===== src/rtl/pci_ind_pkg.sv =====
package pci_ind_pkg;
  localparam int DW    = 32;
  localparam int LANES = DW / 8;

  localparam int OFS_ADDR = 'h00;
  localparam int OFS_CBE  = 'h04;
  localparam int OFS_WDAT = 'h08;
  localparam int OFS_RDAT = 'h0C;
  localparam int OFS_STAT = 'h20;
  localparam int STAT_ABORT_BIT = 1;

  typedef enum logic [3:0] {
    CMD_IO_RD  = 4'h2,
    CMD_IO_WR  = 4'h3,
    CMD_MEM_RD = 4'h6,
    CMD_MEM_WR = 4'h7,
    CMD_CFG_RD = 4'hA,
    CMD_CFG_WR = 4'hB
  } pci_cmd_e;

  function automatic logic is_rd_cmd(input logic [3:0] c);
    return (c == CMD_IO_RD) || (c == CMD_MEM_RD) || (c == CMD_CFG_RD);
  endfunction

  function automatic logic is_wr_cmd(input logic [3:0] c);
    return (c == CMD_IO_WR) || (c == CMD_MEM_WR) || (c == CMD_CFG_WR);
  endfunction
endpackage


===== src/rtl/pci_ind_cfg_enc.sv =====
module pci_ind_cfg_enc
  import pci_ind_pkg::*;
#(
  parameter int MAX_SLOT = 21
) (
  input  logic          clk_i,
  input  logic          rst_ni,
  input  logic [7:0]    bus_i,
  input  logic [4:0]    slot_i,
  input  logic [2:0]    func_i,
  input  logic [7:0]    where_i,
  input  logic [2:0]    size_i,
  input  logic [DW-1:0] value_i,
  output logic [31:0]   addr_o,
  output logic [LANES-1:0] be_n_o,
  output logic [DW-1:0] wdata_o,
  output logic          illegal_o
);
  localparam logic [4:0] SLOT_LIM = 5'(MAX_SLOT);

  logic [1:0]       lane;
  logic             lane_ok, slot_ok;
  logic [LANES-1:0] mask;
  logic [31:0]      near_addr, far_addr, sel_bit;

  assign lane = where_i[1:0];

  always_comb begin
    lane_ok = 1'b0;
    mask    = '0;
    case (size_i)
      3'd1: begin lane_ok = 1'b1;         mask = 4'b0001 << lane; end
      3'd2: begin lane_ok = (lane != 2'd3); mask = 4'b0011 << lane; end
      3'd4: begin lane_ok = (lane == 2'd0); mask = 4'b1111;         end
      default: ;
    endcase
  end

  assign slot_ok   = (bus_i != 8'd0) || ((slot_i != 5'd0) && (slot_i <= SLOT_LIM));
  assign illegal_o = !(lane_ok && slot_ok);

  // device select: one bit at position 32 - slot
  assign sel_bit   = 32'h1 << (6'd32 - {1'b0, slot_i});
  assign near_addr = {21'd0, func_i, where_i[7:2], 2'b00} | sel_bit;
  assign far_addr  = {8'd0, bus_i, slot_i, func_i, where_i[7:2], 2'b01};

  assign addr_o  = illegal_o ? 32'd0 : ((bus_i == 8'd0) ? near_addr : far_addr);
  assign be_n_o  = illegal_o ? 4'hF : ~mask;
  assign wdata_o = value_i << {lane, 3'b000};

  a_r9_byte_lane_count: assert property (@(posedge clk_i) disable iff (!rst_ni)
    (!illegal_o && size_i == 3'd1) |-> ($countones(~be_n_o) == 1));
  a_r9_half_lane_count: assert property (@(posedge clk_i) disable iff (!rst_ni)
    (!illegal_o && size_i == 3'd2) |-> ($countones(~be_n_o) == 2));
  a_r11_near_onehot: assert property (@(posedge clk_i) disable iff (!rst_ni)
    (!illegal_o && bus_i == 8'd0) |-> ($onehot(addr_o[31:11]) && addr_o[1:0] == 2'b00));
  a_r12_far_type: assert property (@(posedge clk_i) disable iff (!rst_ni)
    (!illegal_o && bus_i != 8'd0) |-> (addr_o[0] && !addr_o[1] && !addr_o[31]));
endmodule


===== src/rtl/pci_ind_regs.sv =====
module pci_ind_regs
  import pci_ind_pkg::*;
#(
  parameter int AW = 8
) (
  input  logic          clk_i,
  input  logic          rst_ni,
  input  logic          lb_req_i,
  input  logic          lb_we_i,
  input  logic [AW-1:0] lb_addr_i,
  input  logic [DW-1:0] lb_wdata_i,
  output logic [DW-1:0] lb_rdata_o,
  output logic          lb_ready_o,
  input  logic          busy_i,
  input  logic [DW-1:0] rdata_i,
  input  logic          abort_evt_i,
  output logic [31:0]   addr_o,
  output logic [7:0]    cbe_o,
  output logic [DW-1:0] wdata_o,
  output logic          start_o,
  output logic          start_rd_o
);
  logic [31:0]   addr_q;
  logic [7:0]    cbe_q;
  logic [DW-1:0] wdata_q;
  logic          stat_q;
  logic          wr_acc;
  logic          sel_addr, sel_cbe, sel_wdat, sel_rdat, sel_stat;

  assign sel_addr = (lb_addr_i == AW'(OFS_ADDR));
  assign sel_cbe  = (lb_addr_i == AW'(OFS_CBE));
  assign sel_wdat = (lb_addr_i == AW'(OFS_WDAT));
  assign sel_rdat = (lb_addr_i == AW'(OFS_RDAT));
  assign sel_stat = (lb_addr_i == AW'(OFS_STAT));

  assign lb_ready_o = !busy_i || !lb_we_i;
  assign wr_acc     = lb_req_i && lb_we_i && !busy_i;

  always_ff @(posedge clk_i or negedge rst_ni) begin
    if (!rst_ni) begin
      addr_q  <= '0;
      cbe_q   <= '0;
      wdata_q <= '0;
      stat_q  <= 1'b0;
    end else begin
      if (wr_acc && sel_addr) addr_q  <= lb_wdata_i;
      if (wr_acc && sel_cbe)  cbe_q   <= lb_wdata_i[7:0];
      if (wr_acc && sel_wdat) wdata_q <= lb_wdata_i;
      if (abort_evt_i)                                   stat_q <= 1'b1;
      else if (wr_acc && sel_stat && lb_wdata_i[STAT_ABORT_BIT]) stat_q <= 1'b0;
    end
  end

  // read launches on command write, write launches on data write
  assign start_o = wr_acc && ((sel_cbe && is_rd_cmd(lb_wdata_i[3:0])) ||
                              (sel_wdat && is_wr_cmd(cbe_q[3:0])));
  assign start_rd_o = sel_cbe;

  always_comb begin
    lb_rdata_o = '0;
    if (lb_req_i && !lb_we_i) begin
      if (sel_addr) lb_rdata_o = addr_q;
      if (sel_cbe)  lb_rdata_o = {{(DW-8){1'b0}}, cbe_q};
      if (sel_wdat) lb_rdata_o = wdata_q;
      if (sel_rdat) lb_rdata_o = rdata_i;
      if (sel_stat) lb_rdata_o[STAT_ABORT_BIT] = stat_q;
    end
  end

  assign addr_o  = addr_q;
  assign cbe_o   = cbe_q;
  assign wdata_o = wdata_q;

  a_r6_frozen_while_busy: assert property (@(posedge clk_i) disable iff (!rst_ni)
    busy_i |=> ($stable(addr_q) && $stable(cbe_q) && $stable(wdata_q)));
  a_r7_abort_sets_flag: assert property (@(posedge clk_i) disable iff (!rst_ni)
    abort_evt_i |=> stat_q);
  a_r8_w1c_clears: assert property (@(posedge clk_i) disable iff (!rst_ni)
    (wr_acc && sel_stat && lb_wdata_i[STAT_ABORT_BIT] && !abort_evt_i) |=> !stat_q);
  a_r2_start_when_idle: assert property (@(posedge clk_i) disable iff (!rst_ni)
    start_o |-> !busy_i);
endmodule


===== src/rtl/pci_ind_xfer.sv =====
module pci_ind_xfer
  import pci_ind_pkg::*;
(
  input  logic          clk_i,
  input  logic          rst_ni,
  input  logic          start_i,
  input  logic          start_rd_i,
  input  logic          pci_done_i,
  input  logic          pci_abort_i,
  input  logic [DW-1:0] pci_rdata_i,
  output logic          busy_o,
  output logic          abort_evt_o,
  output logic [DW-1:0] rdata_o
);
  logic          busy_q, rd_q;
  logic [DW-1:0] rdata_q;

  assign abort_evt_o = busy_q && pci_abort_i;

  always_ff @(posedge clk_i or negedge rst_ni) begin
    if (!rst_ni) begin
      busy_q  <= 1'b0;
      rd_q    <= 1'b0;
      rdata_q <= '0;
    end else begin
      if (start_i) begin
        busy_q <= 1'b1;
        rd_q   <= start_rd_i;
      end else if (busy_q && (pci_done_i || pci_abort_i)) begin
        busy_q <= 1'b0;
      end
      // abort wins over done; aborted read returns all ones
      if (busy_q && rd_q && pci_abort_i)     rdata_q <= '1;
      else if (busy_q && rd_q && pci_done_i) rdata_q <= pci_rdata_i;
    end
  end

  assign busy_o  = busy_q;
  assign rdata_o = rdata_q;

  a_r5_req_held: assert property (@(posedge clk_i) disable iff (!rst_ni)
    (busy_q && !pci_done_i && !pci_abort_i) |=> busy_q);
  a_r5_req_ends: assert property (@(posedge clk_i) disable iff (!rst_ni)
    (busy_q && (pci_done_i || pci_abort_i)) |=> !busy_q);
  a_r7_idle_ignored: assert property (@(posedge clk_i) disable iff (!rst_ni)
    (!busy_q && !start_i) |=> (!busy_q && $stable(rdata_q)));
endmodule


===== src/rtl/pci_ind_unit.sv =====
module pci_ind_unit
  import pci_ind_pkg::*;
#(
  parameter int AW       = 8,
  parameter int MAX_SLOT = 21
) (
  input  logic          clk_i,
  input  logic          rst_ni,
  input  logic          lb_req_i,
  input  logic          lb_we_i,
  input  logic [AW-1:0] lb_addr_i,
  input  logic [31:0]   lb_wdata_i,
  output logic [31:0]   lb_rdata_o,
  output logic          lb_ready_o,
  output logic          busy_o,
  output logic          pci_req_o,
  output logic [3:0]    pci_cmd_o,
  output logic [3:0]    pci_be_n_o,
  output logic [31:0]   pci_addr_o,
  output logic [31:0]   pci_wdata_o,
  input  logic [31:0]   pci_rdata_i,
  input  logic          pci_done_i,
  input  logic          pci_abort_i,
  input  logic [7:0]    enc_bus_i,
  input  logic [4:0]    enc_slot_i,
  input  logic [2:0]    enc_func_i,
  input  logic [7:0]    enc_where_i,
  input  logic [2:0]    enc_size_i,
  input  logic [31:0]   enc_value_i,
  output logic [31:0]   enc_addr_o,
  output logic [3:0]    enc_be_n_o,
  output logic [31:0]   enc_wdata_o,
  output logic          enc_illegal_o
);
  logic          busy, start, start_rd, abort_evt;
  logic [DW-1:0] rdata_cap, wdata_q;
  logic [31:0]   addr_q;
  logic [7:0]    cbe_q;

  pci_ind_regs #(.AW(AW)) u_regs (
    .clk_i, .rst_ni,
    .lb_req_i, .lb_we_i, .lb_addr_i, .lb_wdata_i, .lb_rdata_o, .lb_ready_o,
    .busy_i(busy), .rdata_i(rdata_cap), .abort_evt_i(abort_evt),
    .addr_o(addr_q), .cbe_o(cbe_q), .wdata_o(wdata_q),
    .start_o(start), .start_rd_o(start_rd)
  );

  pci_ind_xfer u_xfer (
    .clk_i, .rst_ni,
    .start_i(start), .start_rd_i(start_rd),
    .pci_done_i, .pci_abort_i, .pci_rdata_i,
    .busy_o(busy), .abort_evt_o(abort_evt), .rdata_o(rdata_cap)
  );

  pci_ind_cfg_enc #(.MAX_SLOT(MAX_SLOT)) u_enc (
    .clk_i, .rst_ni,
    .bus_i(enc_bus_i), .slot_i(enc_slot_i), .func_i(enc_func_i),
    .where_i(enc_where_i), .size_i(enc_size_i), .value_i(enc_value_i),
    .addr_o(enc_addr_o), .be_n_o(enc_be_n_o), .wdata_o(enc_wdata_o),
    .illegal_o(enc_illegal_o)
  );

  assign busy_o      = busy;
  assign pci_req_o   = busy;
  assign pci_cmd_o   = cbe_q[3:0];
  assign pci_be_n_o  = cbe_q[7:4];
  assign pci_addr_o  = addr_q;
  assign pci_wdata_o = wdata_q;

  a_r5_pci_stable: assert property (@(posedge clk_i) disable iff (!rst_ni)
    (pci_req_o && !pci_done_i && !pci_abort_i) |=>
      ($stable(pci_addr_o) && $stable(pci_cmd_o) && $stable(pci_be_n_o) && $stable(pci_wdata_o)));
  a_r6_hold_off: assert property (@(posedge clk_i) disable iff (!rst_ni)
    (busy_o && lb_req_i && lb_we_i) |-> !lb_ready_o);
endmodule


===== config.mk =====
export PLATFORM = sky130hd
export DESIGN_NAME = pci_ind_unit
export DESIGN_NICKNAME = d
export VERILOG_FILES = /design/src/rtl/pci_ind_pkg.sv /design/src/rtl/pci_ind_cfg_enc.sv /design/src/rtl/pci_ind_regs.sv /design/src/rtl/pci_ind_xfer.sv /design/src/rtl/pci_ind_unit.sv
export SDC_FILE = /design/constraint.sdc
export NUM_CORES = 1
export LEC_CHECK = 0
export BUFFER_PORTS_ARGS = -buffer_cell sky130_fd_sc_hd__buf_2
export CORE_AREA = 2 2 106 160
export CTS_CLUSTER_DIAMETER = 80
export DETAILED_ROUTE_END_ITERATION = 8
export DIE_AREA = 0 0 108 162
export PLACE_DENSITY = 0.75
export SLEW_MARGIN = 0
export SYNTH_ARGS = -nofsm -noshare
export SYNTH_HDL_FRONTEND = slang
export SYNTH_HIERARCHICAL = 1
export SYNTH_SLANG_ARGS = --single-unit

===== constraint.sdc =====
create_clock -name clk_i -period 5.47 [get_ports clk_i]
set_input_delay 0.2735 -clock clk_i [delete_from_list [all_inputs] [get_ports clk_i]]
set_output_delay 0.2735 -clock clk_i [all_outputs]
set_load 0.02 [all_outputs]

== Word-level counts from Yosys, hierarchy flattened ==
Cells that the tools add are included.

* Register bits after elaboration: 107
* Bits of input ports: 137
* Output and inout bits: 176

* $add $sub $neg: 1
* $lt $le $gt $ge: 1
* Equality and inequality tests: 14
* Shifts and indexed selects: 4
* Muxes and demuxes: 17
* Bitwise logic cells: 2
* Reduce and logical (&&, ||, !) cells: 37

{| class="wikitable"
|+ Operators by type and width
! cell !! count
|-
| 32-bit 2-to-1 mux || 9
|-
| 11-bit by 32-bit bitwise OR with 32-bit output || 1
|-
| 1-bit by 6-bit left shift with 32-bit output, first input constant || 1
|-
| 32-bit by 5-bit left shift with 32-bit output || 1
|-
| 1-bit logical AND || 18
|-
| 8-bit by 4-bit == test with 1-bit output, second input constant || 2
|-
| 8-bit zero test || 2
|-
| 4-bit case mux with 3 select lines || 1
|-
| 4-bit by 2-bit == test with 1-bit output, second input constant || 2
|-
| 4-bit by 3-bit == test with 1-bit output, second input constant || 2
|-
| 4-bit == test, second input constant || 2
|-
| 8-bit by 3-bit == test with 1-bit output, second input constant || 1
|-
| 8-bit by 6-bit == test with 1-bit output, second input constant || 1
|-
| 1-bit logical OR || 8
|-
| 8-bit nonzero test || 1
|-
| 2-bit nonzero test || 3
|-
| 6-bit by 5-bit subtractor with 6-bit output, first input constant || 1
|-
| 5-bit less-or-equal comparator, second input constant || 1
|-
| 1-bit 2-to-1 mux || 5
|-
| 5-bit nonzero test || 1
|-
| 4-bit 2-to-1 mux || 1
|-
| 4-bit inverter || 1
|-
| 1-bit by 2-bit left shift with 4-bit output, first input constant || 1
|-
| 2-bit by 2-bit left shift with 4-bit output, first input constant || 1
|-
| other kinds (7) || 9
|}

== Logic depth before layout (Yosys ltp) ==
* Depth after elaboration: 7
* Depth in mapped cells: 9

== Hierarchy ==
Netlist, hierarchy kept.

{| class="wikitable"
|+ Modules (own cells, without submodules)
! module !! times used !! cells an instance !! area each (um^2) !! seq. area each (um^2)
|-
| pci_ind_regs || 1 || 283 || 3,719.8 || 1,826.8
|-
| pci_ind_cfg_enc || 1 || 218 || 1,358.8 || 0.0
|-
| pci_ind_xfer || 1 || 78 || 1,273.7 || 850.8
|-
| pci_ind_unit || 1 || 1 || 7.5 || 0.0
|}

== Worst setup path after synthesis ==
OpenSTA, ideal clock, no wires.

* Path kind: input port to output port
* Start point: input enc_slot_i[2]
* End point: output enc_addr_o[25]
* Data arrival time: 2.295 ns
* Required time: 5.197 ns
* Setup slack: 2.901 ns
* Stages on the path: 8
* Path buffers: 3
* Path through: buf_2 > or2_1 > clkbuf_1 > nor2_1 > ha_1 > clkbuf_1 > nand4_1 > nor4_1

* Word-level cells in the longest chain between the ends: 5
* Elaborated cells on any way between the ends: 10
* Classes of those cells: add/sub (1); order compare (1); shift (1); mux (2); bitwise (1); reduce/logical (4)

{| class="wikitable"
|+ Ends and longest elaborated chain
! item !! line !! text
|-
| start, declared || pci_ind_unit.sv:25 || <nowiki>input logic [4:0] enc_slot_i,</nowiki>
|-
| 6-bit by 5-bit subtractor with 6-bit output (tied with other cells) || pci_ind_cfg_enc.sv:43 || <nowiki>assign sel_bit = 32'h1 << (6'd32 - {1'b0, slot_i});</nowiki>
|-
| 1-bit by 6-bit left shift with 32-bit output or 1-bit logical AND (tied branches) || pci_ind_cfg_enc.sv:43, pci_ind_cfg_enc.sv:39 ||
|-
| 11-bit by 32-bit bitwise OR with 32-bit output or 1-bit logical OR (tied branches) || pci_ind_cfg_enc.sv:44, pci_ind_cfg_enc.sv:39 ||
|-
| 32-bit 2-to-1 mux or 1-bit logical AND (tied branches) || pci_ind_cfg_enc.sv:47, pci_ind_cfg_enc.sv:40 ||
|-
| 32-bit 2-to-1 mux * || pci_ind_cfg_enc.sv:47 || <nowiki>assign addr_o = illegal_o ? 32'd0 : ((bus_i == 8'd0) ? near_addr : far_addr);</nowiki>
|-
| end, declared || pci_ind_unit.sv:30 || <nowiki>output logic [31:0] enc_addr_o,</nowiki>
|}

Every way passes the cells marked *; elsewhere a longest branch is shown, timed or not.

== Worst setup path in the final report ==
* Start point: input enc_bus_i[5]
* End point: output enc_addr_o[19]

* Word-level cells in the longest chain between the ends: 4
* Elaborated cells on any way between the ends: 6
* Classes of those cells: mux (2); reduce/logical (4)

{| class="wikitable"
|+ Ends and longest elaborated chain
! item !! line !! text
|-
| start, declared || pci_ind_unit.sv:24 || <nowiki>input logic [7:0] enc_bus_i,</nowiki>
|-
| 8-bit nonzero test || pci_ind_cfg_enc.sv:39 || <nowiki>assign slot_ok = (bus_i != 8'd0) || ((slot_i != 5'd0) && (slot_i <= SLOT_LIM));</nowiki>
|-
| 1-bit logical OR || pci_ind_cfg_enc.sv:39 ||
|-
| 1-bit logical AND || pci_ind_cfg_enc.sv:40 || <nowiki>assign illegal_o = !(lane_ok && slot_ok);</nowiki>
|-
| 32-bit 2-to-1 mux * || pci_ind_cfg_enc.sv:47 ||
|}

Marked as above.

==> results.py <==
metrics = {
    "run_status": {
        "run_status": "completed",
    },
    "worst_hold_path": {
        "min-delay-path-class": "input pin to flip-flop",
    },
    "clocking": {
        "insertion_delay_ns": 0.35,
        "tritoncts.num_buffers": 9,
        "cts_tree": "yes",
        "ctsLongestPathBuffers": 2,
        "tritoncts_num_sinks": 107,
        "cts.clk_slew.worst_paths_ns": 0.08,
        "clk_root_buffer_cell": "sky130_fd_sc_hd__clkbuf_16",
        "htree_num_levels": 3,
        "cts_resized": 0,
    },
    "synthesis": {
        "post_synth_and_or_nand_nor_area_fraction_pct": 15.1,
        "synth.mux.area_fraction_pct": 22.5,
        "main_combinational_cell_family_by_area_after_synthesis": "multiplexers",
        "synth.net_count": 718,
        "sequential_fraction_of_the_synthesis_area_pct": 42.1,
        "syn_area_per_cell_um2": 11.0,
        "fraction_of_the_mapped_netlist_area_in_compound_gates_pct": 15.4,
        "ys_ff_latch": 107,
        "synthFlopType": "sky130_fd_sc_hd__dfrtp_1",
        "synth_edf_count": 0,
        "yosysTopAreaCell": "sky130_fd_sc_hd__dfrtp_1",
        "syn_inst": 580,
        "synth_area_um2": 6360,
        "synth_commonest_cells": "sky130_fd_sc_hd__dfrtp_1 (107), sky130_fd_sc_hd__mux2_2 (68), sky130_fd_sc_hd__nor2_1 (55)",
        "yosys.area_share.xor_xnor_pct": 0,
        "synth-adder-area-share_pct": 0.197,
        "dominant_cell_by_count_in_the_synthesized_netlist": "sky130_fd_sc_hd__dfrtp_1",
        "yosys_warnings": 6,
        "synthArstFlopShare_pct": 100,
        "synth_top_area_share_pct": 42.1,
        "ys_types": 58,
        "synth.top_cells.by_area": "sky130_fd_sc_hd__dfrtp_1 (42%), sky130_fd_sc_hd__mux2_2 (12%), sky130_fd_sc_hd__mux2_1 (5.3%)",
    },
    "critical_path": {
        "critical_path.top_delay_family": "simple AND/OR/NAND/NOR gates",
        "cp_cell_sequence": "buf_2 -> nor4_1 -> and2_1 -> nand4_1 -> o41ai_2 -> buf_2",
        "worst_ep_required_time_ns": 5.20,
        "crit_fanout": 19,
        "setup.worst_path.start_class": "input pin",
        "worst-setup-path-type": "input pin to output pin",
        "worstPathArrival_ns": 2.91,
        "critPathMaxStageDelay_ns": 0.80,
        "critical-path-top-cell-by-count": "sky130_fd_sc_hd__buf_2",
        "cp.buffers_inverters": 2,
        "setup.worst_path.end_class": "output pin",
        "cpMaxStageDelayCell": "sky130_fd_sc_hd__nand4_1",
    },
    "sta": {
        "report.final.setup_viol": 0,
        "grt_setup_unrepaired": "no",
        "timing.max_slew.rel_slack_pct": 34.0,
        "finalMaxSlewViolations": 0,
        "finalCritPeriodShare_pct": 58.3,
        "fin_setup_tns_ns": 0,
        "period_needed_ns": 3.19,
        "timing_worst_slew_pin_value_ns": 0.990,
        "fmax_mhz": 314,
        "hold_viol": 0,
        "worst_clock_skew_ns": 0.0144,
    },
    "final_layout": {
        "fin_nets": 999,
        "fraction_of_layout_instances_using_a_drive_strength_above_1_pct": 50.7,
        "seqCellArea_um2": 2680,
        "finalCoreUtilization_pct": 51.5,
        "finish.cell_count_without_fillers": 1075,
        "fill_cells": 1511,
        "area_growth_syn_to_layout_pct": 30.0,
        "combined_area_of_the_multi_input_logic_cells_um2": 3390,
    },
    "routing": {
        "drt_first_iter_violations": 389,
        "drt_pass1_iterations": 4,
        "drt-vias-per-instance": 5.48,
        "route.detailed.wl_per_inst_um": 19.1,
        "detailroute.via_count": 5891,
        "drt_antenna_net_count": 0,
        "drc": 0,
        "wirelength_um": 20600,
    },
    "grt": {
        "via_count_of_the_first_global_routing_pass": 5891,
        "grt_max_degree": 78,
        "globalRouteTotalUtil_pct": 22.5,
        "antenna_found_initial": 4,
        "grt_remaining_overflow": 0,
        "global_route_wire_length_before_repair_um": 30600,
    },
    "run": {
        "cap_viol_max_count": 0,
    },
    "placed_design": {
        "placed_cells": 1055,
        "port_buffers": 312,
        "gp_congestion": 0.867,
        "dp_hpwl_um": 15300,
    },
    "pwr": {
        "vdd.ir_drop.worst_uv": 258,
        "power_density_nw_per_um2": 216,
        "power_leakage_nw": 4.43,
    },
    "die": {
        "floorplan.initialDensity_pct": 39.6,
        "core_region_area_um2": 16000,
        "die_w_um": 108,
        "die_area_um2": 17500,
        "fp-row-count": 57,
        "chipHeight_um": 162,
        "design.portCount": 313,
    },
}
-- path summary, 6_finish.rpt --
check	to	slack (ns)	cells past startpoint	startpoint
max in group asynchronous	u_regs/addr_o[24]$_DFFE_PN0P_	3.74	3	rst_ni
worst max-delay path	enc_addr_o[19]	2.28	6	enc_bus_i[5]
worst min register to register	u_xfer/rdata_o[25]$_DFFE_PN0P_	0.49	1	u_xfer/rdata_o[25]$_DFFE_PN0P_
min in group asynchronous	u_regs/addr_o[8]$_DFFE_PN0P_	0.38	2	rst_ni
worst max register to register	u_regs/addr_o[24]$_DFFE_PN0P_	3.07	3	u_xfer/busy_o$_DFFE_PN0P_
worst min-delay path	u_regs/addr_o[20]$_DFFE_PN0P_	0.15	2	lb_wdata_i[20]
-- power by group --
part           internal, mW  total, mW  switching [mW]
sequential            0.805      0.815          0.0107
clock                 0.336      0.656           0.320
combinational         0.118      0.313           0.196
-- logic make-up (layout without fill, tap and decap cells) --
kind of cell	count (synthesis)	count (layout)
mux	122	122
compound gates	128	128
other cells	0	3
fa+ha+maj	1	1
simple gates	170	170
flops	107	107
buf+inv	52	338
-- state kept, by name, summed over array words and instances, names as in the netlist --
register,cells
u_regs/stat_q,1
u_regs/cbe_o,8
u_regs/addr_o,32
u_xfer/rdata_o,32
u_xfer/busy_o,1
u_regs/wdata_o,32
u_xfer/rd_q,1
-- metal layers --
layer / track usage [%] / share of wire [%] / up-vias
met3: 7.06 / 9.8 / 24
li1: - / - / 2701
met2: 43.3 / 54 / 270
met1: 22.4 / 35 / 2894
met5: 0 / 0.054 / -
met4: 6.88 / 1.8 / 2
-- layout make-up --
type,count,share of cell area [%]
Tap cell,206,3.12
Multi-Input combinational cell,421,41.0
Antenna cell,3,0.0908
Timing Repair Buffer,320,19.7
Sequential cell,107,32.4
Inverter,2,0.0908
Clock buffer,10,2.89
Clock inverter,6,0.757
-- per-stage QoR --
stage                     hold slack, ns  total power [mW]  setup slack (ns)  cell area [um2]
after floorplan                  -0.0221              1.00              2.90             6360
after CTS                          0.140              1.80              2.33             8260
after global routing               0.142              1.85              2.10             8260
after global placement             0.222              1.14              2.43             7950
after detailed placement           0.225              1.14              2.32             7950
final                              0.151              1.78              2.28             8270
-- repair_timing --
item / in CTS / in global routing
buffers inserted: 0 / 0
hold buffers: 1 / 0
hold endpoints to repair: 30 / 0
-- layout by cell type, fill, tap and decap left out, types with 2 or more instances in the layout --
| master | n |
|---|---|
| sky130_fd_sc_hd__mux2i_1 | 17 |
| sky130_fd_sc_hd__and2_1 | 11 |
| sky130_fd_sc_hd__or3_1 | 2 |
| sky130_fd_sc_hd__mux2_2 | 68 |
| sky130_fd_sc_hd__o21ai_0 | 16 |
| sky130_fd_sc_hd__nor4_2 | 5 |
| sky130_fd_sc_hd__diode_2 | 3 |
| sky130_fd_sc_hd__a31oi_1 | 12 |
| sky130_fd_sc_hd__a211oi_1 | 8 |
| sky130_fd_sc_hd__mux4_2 | 7 |
| sky130_fd_sc_hd__and3_1 | 2 |
| sky130_fd_sc_hd__inv_1 | 2 |
| sky130_fd_sc_hd__o22a_2 | 2 |
| sky130_fd_sc_hd__nand4_2 | 2 |
| sky130_fd_sc_hd__o31ai_2 | 5 |
| sky130_fd_sc_hd__nor2_2 | 2 |
| sky130_fd_sc_hd__nand2b_1 | 9 |
| sky130_fd_sc_hd__or2_1 | 3 |
| sky130_fd_sc_hd__mux2_1 | 30 |
| sky130_fd_sc_hd__a21oi_1 | 18 |
| sky130_fd_sc_hd__nand3b_1 | 5 |
| sky130_fd_sc_hd__nor2b_1 | 23 |
| sky130_fd_sc_hd__inv_6 | 4 |
| sky130_fd_sc_hd__nand2_1 | 23 |
| sky130_fd_sc_hd__nand4b_1 | 2 |
| sky130_fd_sc_hd__clkbuf_16 | 9 |
| sky130_fd_sc_hd__nor2_1 | 54 |
| sky130_fd_sc_hd__a22oi_1 | 24 |
| sky130_fd_sc_hd__buf_2 | 311 |
| sky130_fd_sc_hd__dfrtp_1 | 107 |
| sky130_fd_sc_hd__buf_4 | 8 |
| sky130_fd_sc_hd__nand4_1 | 3 |
| sky130_fd_sc_hd__nor3_1 | 3 |
| sky130_fd_sc_hd__nand3_1 | 8 |
| sky130_fd_sc_hd__o22a_1 | 30 |
| sky130_fd_sc_hd__o21bai_1 | 2 |
| sky130_fd_sc_hd__nor4_1 | 4 |
(Power assumes the default switching activity.)
